**config.mk**
```make
export PLATFORM = sky130hd
export DESIGN_NAME = gen_reset_seq
export DESIGN_NICKNAME = d
export VERILOG_FILES = /design/src/rtl/gen_reset_pkg.sv /design/src/rtl/grs_sync.sv /design/src/rtl/grs_stretch.sv /design/src/rtl/grs_rate_hold.sv /design/src/rtl/gen_reset_seq.sv
export SDC_FILE = /design/constraint.sdc
export NUM_CORES = 1
export LEC_CHECK = 0
export BUFFER_PORTS_ARGS = -buffer_cell sky130_fd_sc_hd__buf_2
export CAP_MARGIN = 20
export CORE_UTILIZATION = 25
export DETAILED_ROUTE_END_ITERATION = 8
export PLACE_DENSITY = 0.5
export SETUP_SLACK_MARGIN = 0.5
export SLEW_MARGIN = 20
export SYNTH_ARGS = -nofsm -noshare
export SYNTH_HDL_FRONTEND = slang
export SYNTH_SLANG_ARGS = --single-unit
```
**constraint.sdc**
```tcl
create_clock -name clk -period 5.7 [get_ports clk]
set_input_delay 0.57 -clock clk [delete_from_list [all_inputs] [get_ports clk]]
set_output_delay 0.57 -clock clk [all_outputs]
set_load 0.02 [all_outputs]
```
**src/rtl/gen_reset_pkg.sv**
```systemverilog
package gen_reset_pkg;

    // Index of each stretched reset source in the per-source arrays.
    typedef enum int unsigned {
        SRC_SW = 0,
        SRC_PD = 1
    } src_e;

    localparam int unsigned NUM_SRC = 2;

    // Data-interface rate selection.
    typedef enum logic {
        RATE_SLOW = 1'b0,
        RATE_FAST = 1'b1
    } rate_e;

    // Converts a time in microseconds into clock cycles, never fewer than one.
    function automatic int unsigned us_to_cycles(input int unsigned clk_hz,
                                                 input int unsigned us);
        int unsigned cyc;
        cyc = (clk_hz / 1_000_000) * us;
        return (cyc == 0) ? 1 : cyc;
    endfunction

endpackage

```
**src/rtl/grs_sync.sv**
```systemverilog
// Reset synchroniser: asserts asynchronously and releases after STAGES edges.
module grs_sync #(
    parameter int unsigned STAGES = 2
) (
    input  logic clk,
    input  logic arst_n,
    output logic srst_n
);

    typedef struct packed {
        logic [STAGES-1:0] sh;
    } sync_st_t;

    sync_st_t st_d, st_q;

    always_comb begin
        st_d    = st_q;
        st_d.sh = {st_q.sh[STAGES-2:0], 1'b1};
    end

    always_ff @(posedge clk or negedge arst_n) begin
        if (!arst_n) begin
            st_q <= '0;
        end else begin
            st_q <= st_d;
        end
    end

    assign srst_n = st_q.sh[STAGES-1];

endmodule

```
**src/rtl/grs_stretch.sv**
```systemverilog
// Holds busy high for CYC cycles after a trigger; a new trigger restarts it.
module grs_stretch #(
    parameter int unsigned CYC = 16
) (
    input  logic clk,
    input  logic rst_n,
    input  logic trig,
    output logic busy
);

    localparam int unsigned CW = $clog2(CYC + 1);

    typedef struct packed {
        logic [CW-1:0] cnt;
    } str_st_t;

    str_st_t st_d, st_q;

    always_comb begin
        st_d = st_q;
        if (trig) begin
            st_d.cnt = CW'(CYC);
        end else if (st_q.cnt != '0) begin
            st_d.cnt = st_q.cnt - 1'b1;
        end
    end

    always_ff @(posedge clk or negedge rst_n) begin
        if (!rst_n) begin
            st_q <= '0;
        end else begin
            st_q <= st_d;
        end
    end

    assign busy = (st_q.cnt != '0);

endmodule

```
**src/rtl/grs_rate_hold.sv**
```systemverilog
// Keeps the slow rate while held and for CYC edges after the hold ends.
module grs_rate_hold
    import gen_reset_pkg::*;
#(
    parameter int unsigned CYC = 16
) (
    input  logic clk,
    input  logic rst_n,
    input  logic hold,
    input  logic aneg_en,
    output logic fast
);

    localparam int unsigned CW = $clog2(CYC + 1);

    typedef struct packed {
        logic [CW-1:0] cnt;
    } rate_st_t;

    rate_st_t st_d, st_q;
    rate_e    sel;

    always_comb begin
        st_d = st_q;
        if (hold) begin
            st_d.cnt = CW'(CYC);
        end else if (st_q.cnt != '0) begin
            st_d.cnt = st_q.cnt - 1'b1;
        end
    end

    always_ff @(posedge clk or negedge rst_n) begin
        if (!rst_n) begin
            st_q.cnt <= CW'(CYC);
        end else begin
            st_q <= st_d;
        end
    end

    always_comb begin
        sel = RATE_SLOW;
        if ((st_q.cnt == '0) && !hold && aneg_en) begin
            sel = RATE_FAST;
        end
    end

    assign fast = (sel == RATE_FAST);

endmodule

```
**src/rtl/gen_reset_seq.sv**
```systemverilog
module gen_reset_seq
    import gen_reset_pkg::*;
#(
    parameter int unsigned CLK_HZ     = 25_000_000,
    parameter int unsigned STRETCH_US = 256,
    parameter int unsigned SLOW_US    = 16,
    parameter int unsigned ADDR_W     = 5,
    parameter int unsigned DATA_W     = 16,
    parameter int unsigned CTRL_ADDR  = 0,
    parameter int unsigned SW_BIT     = 15,
    parameter int unsigned SYNC_STG   = 2
) (
    input  logic              clk,
    input  logic              hw_rst_n,
    input  logic              cfg_wr_en,
    input  logic [ADDR_W-1:0] cfg_wr_addr,
    input  logic [DATA_W-1:0] cfg_wr_data,
    input  logic              pwr_down,
    input  logic              aneg_en,
    output logic              gen_rst,
    output logic              mgmt_rst,
    output logic              keep_rst,
    output logic              sw_rst_bit,
    output logic              rate_fast
);

    localparam int unsigned STRETCH_CYC = us_to_cycles(CLK_HZ, STRETCH_US);
    localparam int unsigned SLOW_CYC    = us_to_cycles(CLK_HZ, SLOW_US);

    typedef struct packed {
        logic pd;   // power-down level seen at the previous edge
    } top_st_t;

    top_st_t st_d, st_q;

    logic               hw_sync_n;
    logic [NUM_SRC-1:0] src_trig;
    logic [NUM_SRC-1:0] src_busy;
    logic               sw_req;
    logic               pd_exit;

    grs_sync #(
        .STAGES (SYNC_STG)
    ) u_sync (
        .clk    (clk),
        .arst_n (hw_rst_n),
        .srst_n (hw_sync_n)
    );

    always_comb begin
        sw_req  = cfg_wr_en
                  && (cfg_wr_addr == ADDR_W'(CTRL_ADDR))
                  && cfg_wr_data[SW_BIT];
        pd_exit = st_q.pd && !pwr_down;

        src_trig         = '0;
        src_trig[SRC_SW] = sw_req;
        src_trig[SRC_PD] = pd_exit;

        st_d    = st_q;
        st_d.pd = pwr_down;
    end

    always_ff @(posedge clk or negedge hw_sync_n) begin
        if (!hw_sync_n) begin
            st_q <= '0;
        end else begin
            st_q <= st_d;
        end
    end

    for (genvar gi = 0; gi < NUM_SRC; gi++) begin : g_src
        grs_stretch #(
            .CYC (STRETCH_CYC)
        ) u_stretch (
            .clk   (clk),
            .rst_n (hw_sync_n),
            .trig  (src_trig[gi]),
            .busy  (src_busy[gi])
        );
    end

    assign keep_rst   = !hw_sync_n;
    assign mgmt_rst   = keep_rst || src_busy[SRC_SW];
    assign gen_rst    = mgmt_rst || src_busy[SRC_PD];
    assign sw_rst_bit = src_busy[SRC_SW];

    grs_rate_hold #(
        .CYC (SLOW_CYC)
    ) u_rate (
        .clk     (clk),
        .rst_n   (hw_sync_n),
        .hold    (gen_rst),
        .aneg_en (aneg_en),
        .fast    (rate_fast)
    );

endmodule

```
==> results.md, run 1 <==
- Final net count: ~270
- Final Core Density: 0.3005
- Worst-skew pair later-pin latency: between 0.2 and 0.3 ns
- Sequential-to-total area share from yosys stat: 0.4613
- Total Routed Length: roughly 4.2 mm
- GRT Total Usage: 0.1085
- Critical path depth in cells: 5
- Largest net degree at the start of global routing: 39
- Post-synth EDFFs: 0
- Post-cts resize count: 0
- Vias: 1644
- RR Startpoint: g_src[1].u_stretch.st_q[8]
- Setup TNS: 0 ns
- Die W: just over 90 µm
- Count of final hold-check violations: 0
- GRT Residual Overflow: 0
- Routed WL per cell: 12.37 µm
- Startpoint Class: flop
- Fmax: 329.5 MHz
- I/O Pins: 31
- Max-cap violations: 0
- Worst-case clock buffer depth: 2
- DRT iter0 DRCs: 61
- Setup-failing EPs final: 0
- Type of the worst min-delay path: in2async
- Hpwl dp: 2.954 mm
- Die height: 92.99 µm
- Die area: 0.008646 mm²
- Clock skew: roughly 0.0045 ns
- Initial antenna violation count: 0
- Num CTS Buffers: 5
- Share of cells above drive strength 1: 0.1464
- Worst reg2reg endpoint: u_rate.st_q[3]
- Slew HR: 0.5152
- Hold buffer count at CTS: 0
- Most common cell after layout, fill and taps aside: dfrtp_1
- Num rows: 32
- P per Cell Area: 382.3 mW/mm²
- ANT cells: 0
- Initial Utilization: 0.2637
- Tmin final: 3.035 ns
- CTS clock-pin slew for the worst setup and hold paths: 0.07 ns
- Area Growth Syn to Fin: 13.97%
- Worst R2R Setup Slack: between 3 and 4 ns
- CP delay by family, top: simple AND/OR/NAND/NOR gates
- Cell variety after synth: 49
- Clock Sink Count: 38
- Final worst-path cycle share: 0.5325
- Post-Syn Area per Cell: 9.407 µm²
- Worst path required time: 5.13 ns
- Maximum VDD drop: 162.8 µV
- Post-route DRC: 0
- H-tree Lvls: 2
- Dominant synthesized flop cell: dfrtp_1
- Leakage: 0.9548 nW
- Reg2Reg Depth: 5
- Fillers: 847
- Clock root buffer: clkbuf_8
- Max incr delay on CP: 0.57 ns
- FFs w/ async S/R, synth: 1.000
- Post-DRT Antenna Nets: 0
- Setup Crit Path Kind: reg2out
- Crit-path max FO: 7
- Router iterations before antenna repair: 4
- Worst slew pin tran: 0.7257 ns
- CP Capture Type: output pin
- Synth Instances: 220
- Status: completed
- Pins over their slew limit: 0
- Syn. warnings: 0
- Commonest cells after routing, fill and taps aside: 35 x dfrtp_1, 16 x a21oi_1, 15 x nand2_1, 15 x nor2_1, 15 x buf_2
- Clock tree from TritonCTS: yes
- Core Box Area: 0.007848 mm²
- Crit-path cells: or4_4 -> or3_4 -> nor4_4 -> and3_1 -> buf_2
- RSZ-0062 raised after global routing: no
- Via-to-Cell Ratio: 4.821
- Worst path slowest cell: or4_4
- First-pass GRT wire length: 7.465 mm
- CP arrival: 2.47 ns
- Flops & latches, synth: 38
- Synth Cell Area: 0.002069 mm²
- CP bufs+invs: 1
- Total power: 0.9017 mW
- Syn Nets: 251
- PortBufs: 15
- Post-CTS setup buffer count: 0
- Vias in the first global route: 1607
- Final GP Congestion: 0.7494
[worst reg2reg max path: stages, from the launching register on]
cell and delay (ns):
dfrtp_1 0.44, or4_4 0.57, or3_4 0.41, nor4_4 0.40
inv_2 0.15, a211oi_2 0.17
[cells by family after synthesis]
family | after synthesis | synth area share
simple gates | 105 | 0.2993
compound gates | 44 | 0.1288
flops | 38 | 0.4613
buf+inv | 18 | 0.03687
fa+ha+maj | 5 | 0.03023
mux | 5 | 0.02479
xor+xnor | 4 | 0.01693
other cells | 1 | 0.001812
[per-stage QoR]
step | instance area, µm² | worst slack (ns) | hold WS [ns] | cells
final | 2359 | 2.665 | 0.05907 | 341
after global routing | 2359 | 2.461 | 0.04426 | 341
after CTS | 2359 | 2.635 | 0.04598 | 341
after detailed placement | 2252 | 2.968 | 0.3156 | 333
after global placement | 2252 | 2.975 | 0.3156 | 333
after floorplan | 2069 | 2.666 | 0.2744 | 220
[Yosys cell counts (all sizes together), types with 3 or more instances]
| cell type | number | area share |
|---|---|---|
| dfstp | 3 | 0.038 |
| buf | 4 | 0.011 |
| nand2 | 15 | 0.027 |
| nor3 | 12 | 0.029 |
| and3 | 3 | 0.0091 |
| nand2b | 7 | 0.021 |
| nand3b | 3 | 0.011 |
| or4 | 11 | 0.042 |
| xnor2 | 4 | 0.017 |
| nor4 | 8 | 0.031 |
| a21oi | 16 | 0.039 |
| nand3 | 5 | 0.012 |
| mux2i | 4 | 0.019 |
| inv | 13 | 0.024 |
| o21ai | 12 | 0.029 |
| a31oi | 3 | 0.0091 |
| or3 | 11 | 0.036 |
| dfrtp | 35 | 0.42 |
| nor2 | 15 | 0.027 |
| ha | 5 | 0.030 |
| o31ai | 4 | 0.015 |
[how the worst max path moves through the flow]
| stage | from | end | slack [ns] |
|---|---|---|---|
| after global routing | g_src[0].u_stretch.st_q[0] | rate_fast | 2.46 |
| after CTS | g_src[1].u_stretch.st_q[8] | rate_fast | 2.64 |
| after floorplan | u_sync.st_q[1] | rate_fast | 2.67 |
| final | g_src[1].u_stretch.st_q[8] | rate_fast | 2.66 |
| after detailed placement | g_src[1].u_stretch.st_q[8] | rate_fast | 2.97 |
| after global placement | g_src[1].u_stretch.st_q[8] | rate_fast | 2.97 |
[cell type report]
class                           count  area (µm²)  area share
Inverter                           13       48.80     0.02069
Timing Repair Buffer               16       82.58     0.03501
Clock buffer                        7       76.32     0.03236
Multi-Input combinational cell    164        1039      0.4403
Clock inverter                      1       30.03     0.01273
Tap cell                          102       127.6     0.05411
Sequential cell                    38       954.7      0.4048
[per-layer routing]
metal | global-route usage | up-vias | share of wire | wire length [µm]
met1 | 0.1443 | 776 | 0.51 | 2172
li1 | - | 840 | - | -
met3 | 0.02683 | 2 | 0.031 | 131
met4 | 0.03077 | 0 | 0.0078 | 33
met2 | 0.1746 | 26 | 0.45 | 1881
met5 | 0 | - | 0 | 0
[flip-flops by register name, indices dropped and copies added, names as in the netlist]
signal	flops
g_src.u_stretch.st_q	26
u_sync.st_q	2
st_q	1
u_rate.st_q	9
[power by group]
group / internal [mW] / switching (mW) / total, mW
registers: 0.336 / 0.0815 / 0.418
clock network: 0.131 / 0.0917 / 0.223
logic: 0.117 / 0.145 / 0.261
Power figures use the tool's default switching activity.
==> inputs of run 2 (changes only) <==
- PLACE_DENSITY: 0.5 -> 0.52
- clock period: 5.7 -> 2.7 ns (I/O delays scaled with it)
==> run 2 against run 1 <==
Largest power group unchanged. Critical endpoint unchanged. Via count rose by 5.8%. Largest cell class unchanged. Cell area up 8.9%. Global-route usage decreased by 0.079 points. Worst setup slack got worse by 2.4 ns. Sequential power up 120%. Non-clock buffer count rose by 17. Clock skew up 0.0042 ns. Count of clock-buffer cells in the layout is 1 lower.
==> results.md, run 2 (same netlist as run 1, synthesis figures left out) <==
- Setup TNS: 0 ns (unchanged)
- Clock skew: 0.008673 ns (+0.004186 ns)
- Num CTS Buffers: 5 (unchanged)
- Critical Path Source: g_src[1].u_stretch.st_q[10]
- CP arrival: 2.17 ns (-0.30 ns)
- Commonest cells after routing, fill and taps aside: 33 x dfrtp_1, 17 x buf_4, 16 x a21oi_1, 15 x nand2_1, 15 x nor2_1
- Pins over their slew limit: 0 (unchanged)
- ANT cells: 0 (unchanged)
- Core Box Area: 0.007848 mm² (unchanged)
- Fmax: 410.1 MHz
- Maximum VDD drop: 503.1 µV (+210%)
- GRT Residual Overflow: 0 (unchanged)
- Tmin final: 2.439 ns
- Clock Power Share: 0.208 (-0.039)
- CP Capture Type: output pin
- Via-to-Cell Ratio: 4.860 (+0.81%)
- Vias in the first global route: 1602 (-0.31%)
- Reg2Reg Depth: 7 (+2)
- Final net count: 286 (+6.3%)
- PortBufs: 15 (unchanged)
- Die W: 92.99 µm (unchanged)
- GRT Total Usage: 0.1077 (-0.0007934)
- Hpwl dp: 2.942 mm (-0.39%)
- RSZ-0062 raised after global routing: yes
- Critical path depth in cells: 5 (unchanged)
- Largest regs: g_src.u_stretch.st_q (26), u_rate.st_q (9), u_sync.st_q (2)
- Leakage: 1.043 nW (+9.3%)
- Slew HR: 0.6533 (+0.1381)
- I/O Pins: 31 (unchanged)
- Clock Sink Count: 38 (unchanged)
- Setup-failing EPs final: 0 (unchanged)
- Worst Setup EP: rate_fast
- H-tree Lvls: 2 (unchanged)
- RR Startpoint: g_src[1].u_stretch.st_q[10]
- Final worst-path cycle share: 0.9032
- Worst reg2reg endpoint: u_rate.st_q[3]
- Worst-case clock buffer depth: 2 (unchanged)
- Num rows: 32 (unchanged)
- Worst slew pin tran: 0.5153 ns (-0.2104 ns)
- Count of final hold-check violations: 0 (unchanged)
- Power Internal: 1.225 mW (+110%)
- Post-route DRC: 0 (unchanged)
- Worst path required time: 2.43 ns (-2.70 ns)
- Post-DRT Antenna Nets: 0 (unchanged)
- Total power: 1.959 mW (+120%)
- Worst R2R Setup Slack: 0.59 ns (-2.89 ns)
- Initial antenna violation count: 0 (unchanged)
- Worst-skew pair later-pin latency: 0.29 ns (about the same)
- Clock tree from TritonCTS: yes
- CTS clock-pin slew for the worst setup and hold paths: 0.08 ns (about the same)
- P per Cell Area: 762.6 mW/mm² (+99%)
- Largest net degree at the start of global routing: 38 (-2.6%)
- Worst path slowest cell: or4_4
- Vias: 1740 (+5.8%)
- Most flop-heavy register: g_src.u_stretch.st_q
- Routed WL per cell: 12.27 µm (-0.82%)
- Area Growth Syn to Fin: 24.12%
- Share of cells above drive strength 1: 0.2461 (+0.09965)
- DRT iter0 DRCs: 89 (+46%)
- Router iterations before antenna repair: 4 (unchanged)
- Setup Crit Path Kind: reg2out
- Total Routed Length: 4.393 mm (+4.1%)
- Switching power: 0.7335 mW (+130%)
- Die height: 92.99 µm (unchanged)
- Max incr delay on CP: 0.53 ns (-0.04 ns)
- Initial Utilization: 0.2637 (unchanged)
- Sw frac: 0.3744 (+0.02204)
- CP delay by family, top: simple AND/OR/NAND/NOR gates
- Crit-path max FO: 3 (-4)
- First-pass GRT wire length: 7.314 mm (-2.0%)
- Final GP Congestion: 0.7854 (+4.8%)
- Max reg flops: 26 (unchanged)
- Seq pwr share: 0.460 (-0.003)
- Status: completed
- Clock root buffer: clkbuf_8
- Die area: 0.008646 mm² (unchanged)
- Max-cap violations: 0 (unchanged)
- Most common cell after layout, fill and taps aside: dfrtp_1
- Startpoint Class: flop
- Type of the worst min-delay path: in2reg
- Crit-path cells: or4_4 -> or3_4 -> nor4_4 -> and3_4 -> buf_6
- Comb power frac: 0.332 (+0.042)
- CP bufs+invs: 1 (unchanged)
==> run 2: worst min-delay path by stage <==
| stage | from | endpoint | slack, ns | cells after the start |
|---|---|---|---|---|
| floorplan | hw_rst_n | u_sync.st_q[0] | -0.03 | 0 |
| detailed placement | hw_rst_n | u_sync.st_q[0] | 0.06 | 1 |
| global route | pwr_down | st_q | 0.10 | 1 |
| finish | pwr_down | st_q | 0.12 | 1 |
| global placement | hw_rst_n | u_sync.st_q[0] | 0.06 | 1 |
| CTS | pwr_down | st_q | 0.10 | 1 |
==> run 2: worst reg2reg max path: cells and delay by family (launching register included) <==
family          cells  cell delay, ns
simple gates        3            1.14
flops               1            0.39
buf+inv             3            0.36
compound gates      1            0.14
==> run 2: routing by layer <==
metal | vias up | wire length, µm | track usage
li1 | 875 | - | -
met1 | 824 | 2125 | 0.1451
met2 | 33 | 2058 | 0.1654
met3 | 8 | 138 | 0.02439
met4 | 0 | 70 | 0.04615
met5 | - | 0 | 0
==> run 2: layout make-up <==
| type | instances | area [µm²] |
|---|---|---|
| inverters | 13 | 48.80 |
| flip-flops and latches | 38 | 959.7 |
| repair buffers | 33 | 231.5 |
| well taps | 102 | 127.6 |
| multi-input cells | 164 | 1106 |
| clock inverters | 2 | 12.51 |
| fillers | 817 | 5279 |
| clock buffers | 6 | 82.58 |
==> run 2: timing repair <==
item,in CTS,in global routing
hold endpoints to repair,2,0
endpoints found under the setup margin,4,9
resized for setup,11,7
setup buffers,8,6
hold buffers,1,0
pin swaps,5,2
==> run 2: per-stage QoR <==
step	hold slack [ns]	utilization	setup slack, ns	instances	cell area, µm²
2_1_floorplan	-0.02559	-	0.4900	220	2085
3_5_place_dp	0.05944	0.2908	0.2617	335	2282
4_1_cts	0.1047	0.3168	0.2418	352	2486
6_report	0.1153	0.3273	0.2613	358	2569
3_3_place_gp	0.05838	0.2908	0.2766	335	2282
5_1_grt	0.1004	0.3273	0.1729	358	2569
==> run 2: power by group through the flow <==
stage | Clock [mW] | Combinational, mW | Sequential, mW
after floorplan | 0 | 0.468 | 0.844
after global placement | 0 | 0.545 | 0.887
after detailed placement | 0 | 0.556 | 0.886
after CTS | 0.426 | 0.606 | 0.882
after global routing | 0.449 | 0.740 | 0.926
final | 0.408 | 0.651 | 0.901
